===== config.mk =====
export PLATFORM = sky130hd
export DESIGN_NAME = wdr_status_top
export DESIGN_NICKNAME = d
export VERILOG_FILES = /design/src/rtl/wdr_pkg.sv /design/src/rtl/wdr_edge_det.sv /design/src/rtl/wdr_status_bits.sv /design/src/rtl/wdr_reboot_ctl.sv /design/src/rtl/wdr_status_top.sv
export SDC_FILE = /design/constraint.sdc
export NUM_CORES = 1
export LEC_CHECK = 0
export ABC_CLOCK_PERIOD_IN_PS = 3750
export BUFFER_PORTS_ARGS = -buffer_cell sky130_fd_sc_hd__buf_4
export CAP_MARGIN = 20
export CORE_UTILIZATION = 39
export CTS_BUF_LIST = sky130_fd_sc_hd__clkbuf_4
export CTS_CLUSTER_SIZE = 28
export DETAILED_ROUTE_END_ITERATION = 12
export PLACE_DENSITY = 0.85
export SYNTH_ARGS = -nofsm -noshare
export SYNTH_HDL_FRONTEND = slang
export SYNTH_SLANG_ARGS = --single-unit

===== constraint.sdc =====
create_clock -name clk -period 3.75 [get_ports clk]
set_clock_uncertainty 0.1 [all_clocks]
set_input_delay 0.75 -clock clk [delete_from_list [all_inputs] [get_ports clk]]
set_output_delay 0.75 -clock clk [all_outputs]
set_load 0.05 [all_outputs]

===== src/rtl/wdr_pkg.sv =====
// Package: shared field positions and the status type for the
// watchdog reboot status register. Assumes a 3-bit live field.
package wdr_pkg;
    localparam int BIT_INTR = 0;
    localparam int BIT_TO   = 1;
    localparam int BIT_BOOT = 2;
    localparam int LIVE_W   = 3;

    typedef struct packed {
        logic boot;
        logic to;
        logic intr;
    } wdr_stat_t;
endpackage


===== src/rtl/wdr_edge_det.sv =====
// Module: rising-edge detector over W independent lines.
// Assumes inputs are already synchronous to clk. Active-low sync reset.
module wdr_edge_det #(
    parameter int W = 1
) (
    input  logic         clk,
    input  logic         rst_n,
    input  logic [W-1:0] d_i,
    output logic [W-1:0] rise_o
);
    logic [W-1:0] prev_q;

    // Remember the previous sample of each line.
    always_ff @(posedge clk) begin
        if (!rst_n) prev_q <= '0;
        else        prev_q <= d_i;
    end

    // One-cycle pulse per 0->1 transition, per line.
    for (genvar i = 0; i < W; i++) begin : g_rise
        assign rise_o[i] = d_i[i] & ~prev_q[i];
    end
endmodule


===== src/rtl/wdr_status_bits.sv =====
// Module: the three live status bits, with write-one-to-clear and set priority.
// Timeout and boot bits live in the resume well; the intrusion bit lives
// in the RTC well. Assumes set events are single-cycle pulses.
module wdr_status_bits
    import wdr_pkg::*;
(
    input  logic              clk,
    input  logic              rsm_rst_n,
    input  logic              rtc_rst_n,
    input  logic              to_rise_i,
    input  logic              intr_rise_i,
    input  logic              cpu_fetched_i,
    input  logic [LIVE_W-1:0] clr_mask_i,
    output wdr_stat_t         stat_o,
    output logic              to_first_o
);
    logic to_q, boot_q, intr_q;

    // A 0->1 transition of the timeout status this cycle.
    assign to_first_o = to_rise_i & ~to_q;

    // Timeout status: a set event beats a clear.
    always_ff @(posedge clk) begin
        if (!rsm_rst_n)                to_q <= 1'b0;
        else if (to_rise_i)            to_q <= 1'b1;
        else if (clr_mask_i[BIT_TO])   to_q <= 1'b0;
    end

    // Boot status: set only when timeout rises before the first fetch.
    always_ff @(posedge clk) begin
        if (!rsm_rst_n)                       boot_q <= 1'b0;
        else if (to_first_o && !cpu_fetched_i) boot_q <= 1'b1;
        else if (clr_mask_i[BIT_BOOT])        boot_q <= 1'b0;
    end

    // Intrusion flag: RTC-well reset only.
    always_ff @(posedge clk) begin
        if (!rtc_rst_n)                intr_q <= 1'b0;
        else if (intr_rise_i)          intr_q <= 1'b1;
        else if (clr_mask_i[BIT_INTR]) intr_q <= 1'b0;
    end

    assign stat_o = '{boot: boot_q, to: to_q, intr: intr_q};

    AST_TO_FALL_NEEDS_CLR: assert property (@(posedge clk) disable iff (!rsm_rst_n)
        $fell(to_q) |-> $past(clr_mask_i[BIT_TO]));
    AST_BOOT_RISE_COND: assert property (@(posedge clk) disable iff (!rsm_rst_n)
        $rose(boot_q) |-> ($rose(to_q) && !$past(cpu_fetched_i)));
    AST_BOOT_FALL_NEEDS_CLR: assert property (@(posedge clk) disable iff (!rsm_rst_n)
        $fell(boot_q) |-> $past(clr_mask_i[BIT_BOOT]));
    AST_SET_WINS: assert property (@(posedge clk) disable iff (!rsm_rst_n)
        to_rise_i |=> to_q);
    AST_INTR_KEEP: assert property (@(posedge clk) disable iff (!rtc_rst_n)
        (intr_q && !clr_mask_i[BIT_INTR]) |=> intr_q);
endmodule


===== src/rtl/wdr_reboot_ctl.sv =====
// Module: platform reset pulse generator and next-boot multiplier select.
// Assumes trig_i is a single-cycle pulse at the timeout status rise.
module wdr_reboot_ctl #(
    parameter int RST_CYC = 8,
    parameter int MULT_W  = 4
) (
    input  logic              clk,
    input  logic              rst_n,
    input  logic              trig_i,
    input  logic              to_i,
    input  logic              boot_i,
    input  logic [MULT_W-1:0] dflt_i,
    output logic              plat_rst_o,
    output logic [MULT_W-1:0] mult_o
);
    localparam int CNT_W = $clog2(RST_CYC + 1);
    localparam logic [CNT_W-1:0] CNT_LOAD = CNT_W'(RST_CYC);
    localparam logic [MULT_W-1:0] SAFE_MULT = '1;

    logic [CNT_W-1:0] cnt_q;

    // Load on trigger, then count the pulse down to zero.
    always_ff @(posedge clk) begin
        if (!rst_n)             cnt_q <= '0;
        else if (trig_i)        cnt_q <= CNT_LOAD;
        else if (cnt_q != '0)   cnt_q <= cnt_q - 1'b1;
    end

    assign plat_rst_o = (cnt_q != '0);

    // Safe multiplier while a failed boot is pending or rebooting.
    always_comb begin
        if (boot_i && (to_i || plat_rst_o)) mult_o = SAFE_MULT;
        else                                mult_o = dflt_i;
    end

    AST_PULSE_START: assert property (@(posedge clk) disable iff (!rst_n)
        trig_i |=> plat_rst_o);
    AST_PULSE_CAUSE: assert property (@(posedge clk) disable iff (!rst_n)
        $rose(plat_rst_o) |-> $past(trig_i));
    AST_SAFE_IN_PULSE: assert property (@(posedge clk) disable iff (!rst_n)
        (plat_rst_o && boot_i) |-> (mult_o == SAFE_MULT));
endmodule


===== src/rtl/wdr_status_top.sv =====
// Module: watchdog reboot status register top. Decodes the register port,
// edge-detects the event inputs and drives the reboot outputs.
// Assumes all inputs are synchronous to clk; reads are combinational.
module wdr_status_top
    import wdr_pkg::*;
#(
    parameter int               ADDR_W  = 8,
    parameter int               DATA_W  = 16,
    parameter int               MULT_W  = 4,
    parameter int               RST_CYC = 8,
    parameter logic [ADDR_W-1:0] REG_OFS = 8'h06
) (
    input  logic              clk,
    input  logic              rsm_rst_n,
    input  logic              rtc_rst_n,
    input  logic              wd_to_i,
    input  logic              cpu_fetched_i,
    input  logic              intrude_i,
    input  logic [ADDR_W-1:0] reg_addr_i,
    input  logic              reg_wr_i,
    input  logic [DATA_W-1:0] reg_wdata_i,
    output logic [DATA_W-1:0] reg_rdata_o,
    input  logic [MULT_W-1:0] mult_default_i,
    output logic              plat_rst_o,
    output logic [MULT_W-1:0] mult_sel_o
);
    localparam int RSVD_W = DATA_W - LIVE_W;

    logic              hit;
    logic [LIVE_W-1:0] clr_mask;
    logic              to_rise, intr_rise, to_first;
    wdr_stat_t         stat;

    // Address match for the single register.
    assign hit      = (reg_addr_i == REG_OFS);
    assign clr_mask = (reg_wr_i && hit) ? reg_wdata_i[LIVE_W-1:0] : '0;

    wdr_edge_det #(.W(1)) u_to_edge (
        .clk(clk), .rst_n(rsm_rst_n), .d_i(wd_to_i), .rise_o(to_rise));

    wdr_edge_det #(.W(1)) u_intr_edge (
        .clk(clk), .rst_n(rtc_rst_n), .d_i(intrude_i), .rise_o(intr_rise));

    wdr_status_bits u_bits (
        .clk(clk), .rsm_rst_n(rsm_rst_n), .rtc_rst_n(rtc_rst_n),
        .to_rise_i(to_rise), .intr_rise_i(intr_rise),
        .cpu_fetched_i(cpu_fetched_i), .clr_mask_i(clr_mask),
        .stat_o(stat), .to_first_o(to_first));

    wdr_reboot_ctl #(.RST_CYC(RST_CYC), .MULT_W(MULT_W)) u_reboot (
        .clk(clk), .rst_n(rsm_rst_n), .trig_i(to_first),
        .to_i(stat.to), .boot_i(stat.boot), .dflt_i(mult_default_i),
        .plat_rst_o(plat_rst_o), .mult_o(mult_sel_o));

    // Read mux: live bits at the register offset, zero elsewhere.
    assign reg_rdata_o = hit ? {{RSVD_W{1'b0}}, stat} : '0;

    AST_RSVD_WRITE_IGNORED: assert property (@(posedge clk) disable iff (!rsm_rst_n)
        (reg_wr_i && hit && reg_wdata_i[LIVE_W-1:0] == '0 && !wd_to_i)
            |=> $stable(stat.to));
endmodule


; After elaboration in Yosys (flattened, before gate mapping)
; Index checks and enable logic that the tools add are counted.
; W data, S select, Z words.
[op_classes]
n_addsub = 1
n_eq_ne = 1
n_mux = 11
n_bitwise = 7
reduce_logical = 11
[ops]
columns = operator, count
row1 = $mux W4, 3
row2 = $eq A8 B3 Y1 const B, 1
row3 = $reduce_bool A2 Y1, 4
row4 = $mux W1, 6
row5 = $mux W3, 2
row6 = $not A1 Y1, 4
row7 = $reduce_bool A4 Y1, 1
row8 = $sub A4 B1 Y4 const B, 1
row9 = $and A1 B1 Y1, 3
row10 = $logic_and A1 B1 Y1, 3
row11 = $reduce_or A2 Y1, 1
row12 = $logic_not A1 Y1, 1
row13 = $logic_or A1 B1 Y1, 1
[word_totals]
reg_bits = 9
in_bits = 35
output_inout_bits = 21
word_cells = 38

; Longest topological paths before layout
; Gate-level depths: netlist of the first run.
[logic_depth]
word_depth = 5
depth_mapped = 6
depth_no_buf = 5

; Modules after synthesis
; From an unflattened synthesis of the first run, not the netlist that was laid out.
[hier_totals]
hier_cells = 77
area_unflattened_um2 = 700.7
[modules_own_cells]
columns = mod, n_inst, cells_per_inst, area_per_inst_um2, seq_area_each_um2
row1 = wdr_reboot_ctl, 1, 27, 252.7, 80.1
row2 = wdr_status_top, 1, 30, 224.0, 0.0
row3 = wdr_status_bits, 1, 14, 143.9, 60.1
row4 = wdr_edge_det, 2, 3, 40.0, 20.0

; Worst setup path before layout of the first run
; Ideal clock, no wire load.
[synth_path]
kind = input to output
startpoint = in reg_addr_i[5]
endpoint = out reg_rdata_o[0]
arrival_time_ns = 1.864
setup_slack_ns = 1.036
cell_stages = 3
path_buffers = 0
path_cell_list = or4_4 nor2_4 and2_1
[synth_between]
elab_chain_len = 2
[synth_rtl]
columns = item, line_no
row1 = "start, declared", wdr_status_top.sv:19  ; input logic [ADDR_W-1:0] reg_addr_i,
row2 = $eq A8 B3 Y1, wdr_status_top.sv:35  ; assign hit = (reg_addr_i == REG_OFS);
row3 = $mux W3, wdr_status_top.sv:56  ; assign reg_rdata_o = hit ? {{RSVD_W{1'b0}}, stat} : '0;
row4 = "end, declared", wdr_status_top.sv:22  ; output logic [DATA_W-1:0] reg_rdata_o,
; No other way between the ends.

; Worst setup path in the final report of the first run
; Ends and elaborated chain as after synthesis.

==> results_dict.tcl, run 1 <==
set metrics [dict create \
    synth_ff_type "dfxtp_1" \
    rsz0062_at_grt "false" \
    dp_cells 111 \
    cpMostUsedCell "buf_4" \
    cts_tree "built" \
    post_cts_buffers 0 \
    setup_tns_ps 0 \
    io_pins 56 \
    setup_viol 0 \
    holdWs_ps 410.5 \
    p_int_w 0.0002548 \
    min-delay-path-class "reg -> reg" \
    place.gp.congestion 0.6707 \
    crit_family "simple AND/OR/NAND/NOR gates" \
    power_frac_comb_pct 52.3 \
    p_seq_share_pct 29.8 \
    cp_num_buf_inv 2 \
    min_from "u_reboot.cnt_q[1]$_SDFFE_PP0P_" \
    dieArea_um2 1654 \
    io_buffer_count 29 \
    crit_required_ps 2900 \
    r2r_start "u_reboot.cnt_q[0]$_SDFFE_PP0P_" \
    clock_latency_ps 260 \
    htree_levels 1 \
    hold_violations 0 \
    synth_area_leaders "dfxtp_1 (31%), buf_4 (17%), and2_1 (5.4%)" \
    n_fill_cell 128 \
    dpl.hpwl_um 862.1 \
    antenna_found_initial 0 \
    maxCapViolCount 0 \
    synth-simple-area-share_pct 29.61 \
    pwr-share-clk_pct 17.9 \
    switchingPower_w 0.0001989 \
    synth-edff-count 0 \
    ys_types 26 \
    r2r-end "u_reboot.cnt_q[0]$_SDFFE_PP0P_" \
    worst_setup_path_start_kind "primary input" \
    cts_buffer_depth 2 \
    drt_first_pass_iters 4 \
    fin_area_um2 792.0 \
    vdd_drop_max_v 0.0002790 \
    grt_pass1_vias 416 \
    layout_min_cycle_time_ps 2750 \
    hold_buffers 0 \
    crit_path_end_kind "output port" \
    final_nets 138 \
    yosys_warnings 0 \
    wl_per_cell_um 9.009 \
    yosysSeqAreaShare_pct 30.90 \
    drtIter0Drc 2 \
    whs_path_depth 2 \
    synth_top_family_by_area "simple AND/OR/NAND/NOR gates" \
    die_w_um 40.67 \
    place_ws_ps 1008 \
    synth_fa_ha_area_share_pct 4.292 \
    async_reset_ff_share_pct 0 \
    setup_ws_ps 999.6 \
    status "completed" \
    yosys.area.top_type "dfxtp_1" \
    slew_violations 0 \
    grt_usage_pct 14.61 \
    cts_sinks 9 \
    via_count 513 \
    syn_to_final_growth_pct 35.84 \
    drc 0 \
    grt_max_degree 7 \
    finalCritPeriodShare_pct 73.34 \
    core_um2 1350 \
    synth_mux_area_share_pct 1.931 \
    slowest_delay_ps 530 \
    critPathSlowestCell "or4_4" \
    wl_um 1036 \
    drive_gt1_share_pct 38.00 \
    crit_chain "buf_4 -> or4_4 -> nor2_4 -> and2_1 -> buf_4" \
    synth_area_per_cell_um2 8.450 \
    cts_resized 0 \
    numCtsBuffers 3 \
    row_count 13 \
    n_antenna_cell 0 \
    fin_cells 115 \
    grt-ovfl-total 0 \
    leakagePower_nw 0.3950 \
    rrSetupSlack_ps 2240 \
    syn_area_um2 583.1 \
    synthCells 69 \
    ys_ff_latch 9 \
    min_to "u_reboot.cnt_q[1]$_SDFFE_PP0P_" \
    switching_share_pct 43.84 \
    critPathKind "in -> out" \
    root_buffer "clkbuf_4" \
    grt_pass1_wl_um 1621 \
    cp_data_arrival_time_ps 1900 \
    fmax_mhz 363.6 \
    place_area_um2 762.0 \
    path_clk_slew_ps 60 \
    ant_nets 0 \
    reg2regPathDepth 5 \
    viasPerCell 4.461 \
    fp.dieH_um 40.67 \
    synthXorXnorAreaFrac_pct 3.004 \
    yosysTopAreaCellShare_pct 30.90 \
    powerDensity_nw_per_um2 572.7 \
    synth_compound_area_share_pct 10.73 \
    start_util_pct 43.19 \
    crit_path_max_fanout 6 \
]
[cell usage after synthesis, types with 2 or more instances]
library cell	number
nand2b_1	5
o21ai_0	4
inv_1	2
nand2_1	3
ha_1	2
nor2_1	7
a21oi_1	2
buf_4	13
nor2b_1	2
dfxtp_1	9
and2_1	5
[how the worst max path moves through the flow]
stage                                         from             end  slack [ps]  cells past startpoint
global route        u_reboot.cnt_q[0]$_SDFFE_PP0P_   mult_sel_o[1]         960                      6
floorplan                            reg_addr_i[5]  reg_rdata_o[0]        1040                      3
global placement                     reg_addr_i[5]  reg_rdata_o[2]        1000                      5
finish                               reg_addr_i[5]  reg_rdata_o[0]        1000                      5
detailed placement                   reg_addr_i[5]  reg_rdata_o[1]        1010                      5
CTS                                  reg_addr_i[5]  reg_rdata_o[0]        1000                      5
[registers in the layout (all words and copies together), names as in the netlist]
name	count
u_bits.boot_q	1
u_bits.intr_q	1
u_bits.to_q	1
u_intr_edge.prev_q	1
u_reboot.cnt_q	4
u_to_edge.prev_q	1
[metrics by stage]
step                      util [%]  total power, W
after CTS                    58.67       0.0004556
after floorplan                  -       0.0003330
after global placement       56.44       0.0003679
after global routing         58.67       0.0004890
final                        58.67       0.0004536
after detailed placement     56.44       0.0003736
[worst reg2reg max path: stages (launching register included)]
cell and delay (ps):
dfxtp_1 340, inv_1 90, ha_1 170, or3b_1 470, xnor2_1 180, nor2_1 50
[area by class of cell]
type	count	area, µm²	area share [%]
clock buffer	4	30.03	3.791
inverter	2	7.507	0.9479
multi-input combinational	56	337.8	42.65
sequential	9	180.2	22.75
tap	15	18.77	2.370
timing repair buffer	29	217.7	27.49
[cells by family (layout without fill, tap and decap cells)]
group                    Yosys count  count (layout)
AO/OA/AOI/OAI                     10              10
XOR/XNOR                           2               2
adder cells (fa/ha/maj)            2               2
buffers and inverters             16              35
flip-flops                         9               9
multiplexers                       1               1
other                              1              13
AND/OR/NAND/NOR                   28              28
[power by group through the flow]
stage          sequential (W)   clock, W  combinational, W
2_1_floorplan        0.000133          0          0.000200
3_3_place_gp         0.000135          0          0.000233
3_5_place_dp         0.000137          0          0.000237
4_1_cts              0.000135  0.0000830          0.000238
5_1_grt              0.000139  0.0000888          0.000262
6_report             0.000135  0.0000814          0.000237
[cells in the final DEF (no fill, tap or decap), types with 2 or more instances in the layout]
master / synthesis / final
conb_1: 1 / 13
dfxtp_1: 9 / 9
ha_1: 2 / 2
a21oi_1: 2 / 2
clkbuf_4: 0 / 4
nand2_1: 3 / 3
nor2_1: 7 / 7
buf_4: 13 / 29
nand2b_1: 5 / 5
nor2b_1: 2 / 2
and2_1: 5 / 5
inv_1: 2 / 2
o21ai_0: 4 / 4
[metal layers]
| layer | global-route usage (%) | part of all wire, % |
|---|---|---|
| met5 | 0 | 0 |
| met4 | 7.500 | 0 |
| met3 | 3.804 | 8.2 |
| met2 | 23.02 | 51 |
| met1 | 18.15 | 41 |
Note: power is estimated with default switching activity, not from simulation.
==> run 2: changes to the inputs <==
- ABC_CLOCK_PERIOD_IN_PS: 3750 -> 2770
- CORE_UTILIZATION: 39 -> 37
- PLACE_DENSITY: 0.85 -> 0.82
- clock period: 3.75 -> 2.77 ns (I/O delays scaled with it)
==> run 2 against run 1 <==
  * Cell count is the same
  * First-iteration DRC count increased by 50%
  * Cell area is the same
  * Setup slack worse by 710 ps
  * Sequential power rose by 34%
  * Critical endpoint is now mult_sel_o[2]
  * Sequential cell count unchanged
  * Non-clock buffer count is the same
  * Via count up 0.78%
  * Clock-buffer cell count stayed put
  * Wire length rose by 8.9%
==> results_dict.tcl, run 2 (synthesized netlist as in run 1, its figures left out) <==
set metrics [dict create \
    fmax_mhz 404.0 \
    clock_latency_ps 270 \
    grt_pass1_vias 486 \
    place.gp.congestion 0.6584 \
    hold_buffers 0 \
    ant_nets 0 \
    r2r-end "u_reboot.cnt_q[0]$_SDFFE_PP0P_" \
    slew_violations 0 \
    antenna_found_initial 0 \
    drive_gt1_share_pct 38.00 \
    maxCapViolCount 0 \
    row_count 13 \
    io_buffer_count 29 \
    grt_max_degree 7 \
    rrSetupSlack_ps 1270 \
    syn_to_final_growth_pct 35.84 \
    leakagePower_nw 0.3950 \
    wl_met1_um 432 \
    crit_chain "inv_1 -> ha_1 -> or3b_1 -> o21ai_2 -> nand2b_1 -> buf_4" \
    critPathSlowestCell "or3b_1" \
    n_antenna_cell 0 \
    crit_required_ps 2120 \
    dp_cells 111 \
    min-delay-path-class "in -> reg" \
    fin_cells 115 \
    critPathKind "reg -> out" \
    crit_family "simple AND/OR/NAND/NOR gates" \
    cts_buffer_depth 2 \
    dpl.hpwl_um 907.4 \
    drt_first_pass_iters 4 \
    layout_min_cycle_time_ps 2476 \
    min_to "u_bits.to_q$_SDFFE_PN0P_" \
    fp.dieH_um 41.70 \
    mostFrequentLayoutCells "buf_4 (29), conb_1 (13), dfxtp_1 (9)" \
    top_register "u_reboot.cnt_q" \
    r2r_start "u_reboot.cnt_q[0]$_SDFFE_PP0P_" \
    cp_data_arrival_time_ps 1820 \
    whs_path_depth 2 \
    vdd_drop_max_v 0.0003306 \
    wl_per_cell_um 9.809 \
    setup_viol 0 \
    io_pins 56 \
    n_fill_cell 129 \
    grt_pass1_wl_um 1938 \
    slowest_delay_ps 460 \
    wl_met3_um 85 \
    largest_reg_flops 4 \
    min_from "reg_wdata_i[1]" \
    htree_levels 1 \
    dieArea_um2 1738 \
    routed.top_layer "met4" \
    crit_path_max_fanout 6 \
    grt-ovfl-total 0 \
    root_buffer "clkbuf_4" \
    die_w_um 41.70 \
    core_um2 1383 \
    reg2regPathDepth 5 \
    powerDensity_nw_per_um2 780.1 \
    worst_setup_path_start_kind "flop" \
    status "completed" \
    crit_path_end_kind "output port" \
    wl_um 1128 \
    viasPerCell 4.496 \
    grt_usage_pct 15.06 \
    finalCritPeriodShare_pct 89.37 \
    post_cts_buffers 0 \
    final_common_cell "buf_4" \
    via_count 517 \
    cp_num_buf_inv 2 \
    drc 0 \
    cts_tree "built" \
    numCtsBuffers 3 \
    cts_resized 0 \
    wl_met2_um 567 \
    hold_violations 0 \
    rsz0062_at_grt "false" \
    drtIter0Drc 3 \
    cts_sinks 9 \
    start_util_pct 42.17 \
    final_nets 138 \
    setup_tns_ps 0 \
    path_clk_slew_ps 70 \
]
==> run 2: how the worst max path moves through the flow <==
stage          slack [ps]        endpoint  cells after the start                            from
6_report              290   mult_sel_o[2]                      6  u_reboot.cnt_q[0]$_SDFFE_PP0P_
5_1_grt               180   mult_sel_o[2]                      6  u_reboot.cnt_q[0]$_SDFFE_PP0P_
4_1_cts               260   mult_sel_o[2]                      6  u_reboot.cnt_q[0]$_SDFFE_PP0P_
3_5_place_dp          410  reg_rdata_o[2]                      5                   reg_addr_i[5]
3_3_place_gp          410  reg_rdata_o[2]                      5                   reg_addr_i[5]
2_1_floorplan         420   mult_sel_o[0]                      6  u_reboot.cnt_q[0]$_SDFFE_PP0P_
==> run 2: cell type report <==
type | count | area, µm² | share of cell area (%)
Tap cell | 15 | 18.77 | 2.370
Clock buffer | 4 | 30.03 | 3.791
Sequential cell | 9 | 180.2 | 22.75
Multi-Input combinational cell | 56 | 337.8 | 42.65
Timing Repair Buffer | 29 | 217.7 | 27.49
Inverter | 2 | 7.507 | 0.9479
==> run 2: per-layer routing <==
metal	up-vias	track usage, %
met5	-	0
met2	31	24.69
li1	264	-
met1	218	15.78
met3	4	3.478
met4	0	13.55
==> run 2: power by group <==
group | leakage (nW) | internal (W) | switching (W)
sequential | 0.0747 | 0.000159 | 0.0000218
clock | 0.0184 | 0.0000654 | 0.0000493
combinational | 0.302 | 0.000120 | 0.000202
total | 0.395 | 0.000345 | 0.000273
==> run 2: through the flow <==
stage | worst slack, ps | util (%) | total power [W] | instance area [µm²] | hold slack, ps
CTS | 262.2 | 57.29 | 0.0006247 | 792.0 | 392.8
floorplan | 417.3 | - | 0.0004508 | 628.1 | 383.5
global placement | 409.5 | 55.11 | 0.0005008 | 762.0 | 395.0
detailed placement | 414.2 | 55.11 | 0.0005080 | 762.0 | 406.9
finish | 294.4 | 57.29 | 0.0006179 | 792.0 | 393.0
global route | 184.4 | 57.29 | 0.0006649 | 792.0 | 385.8
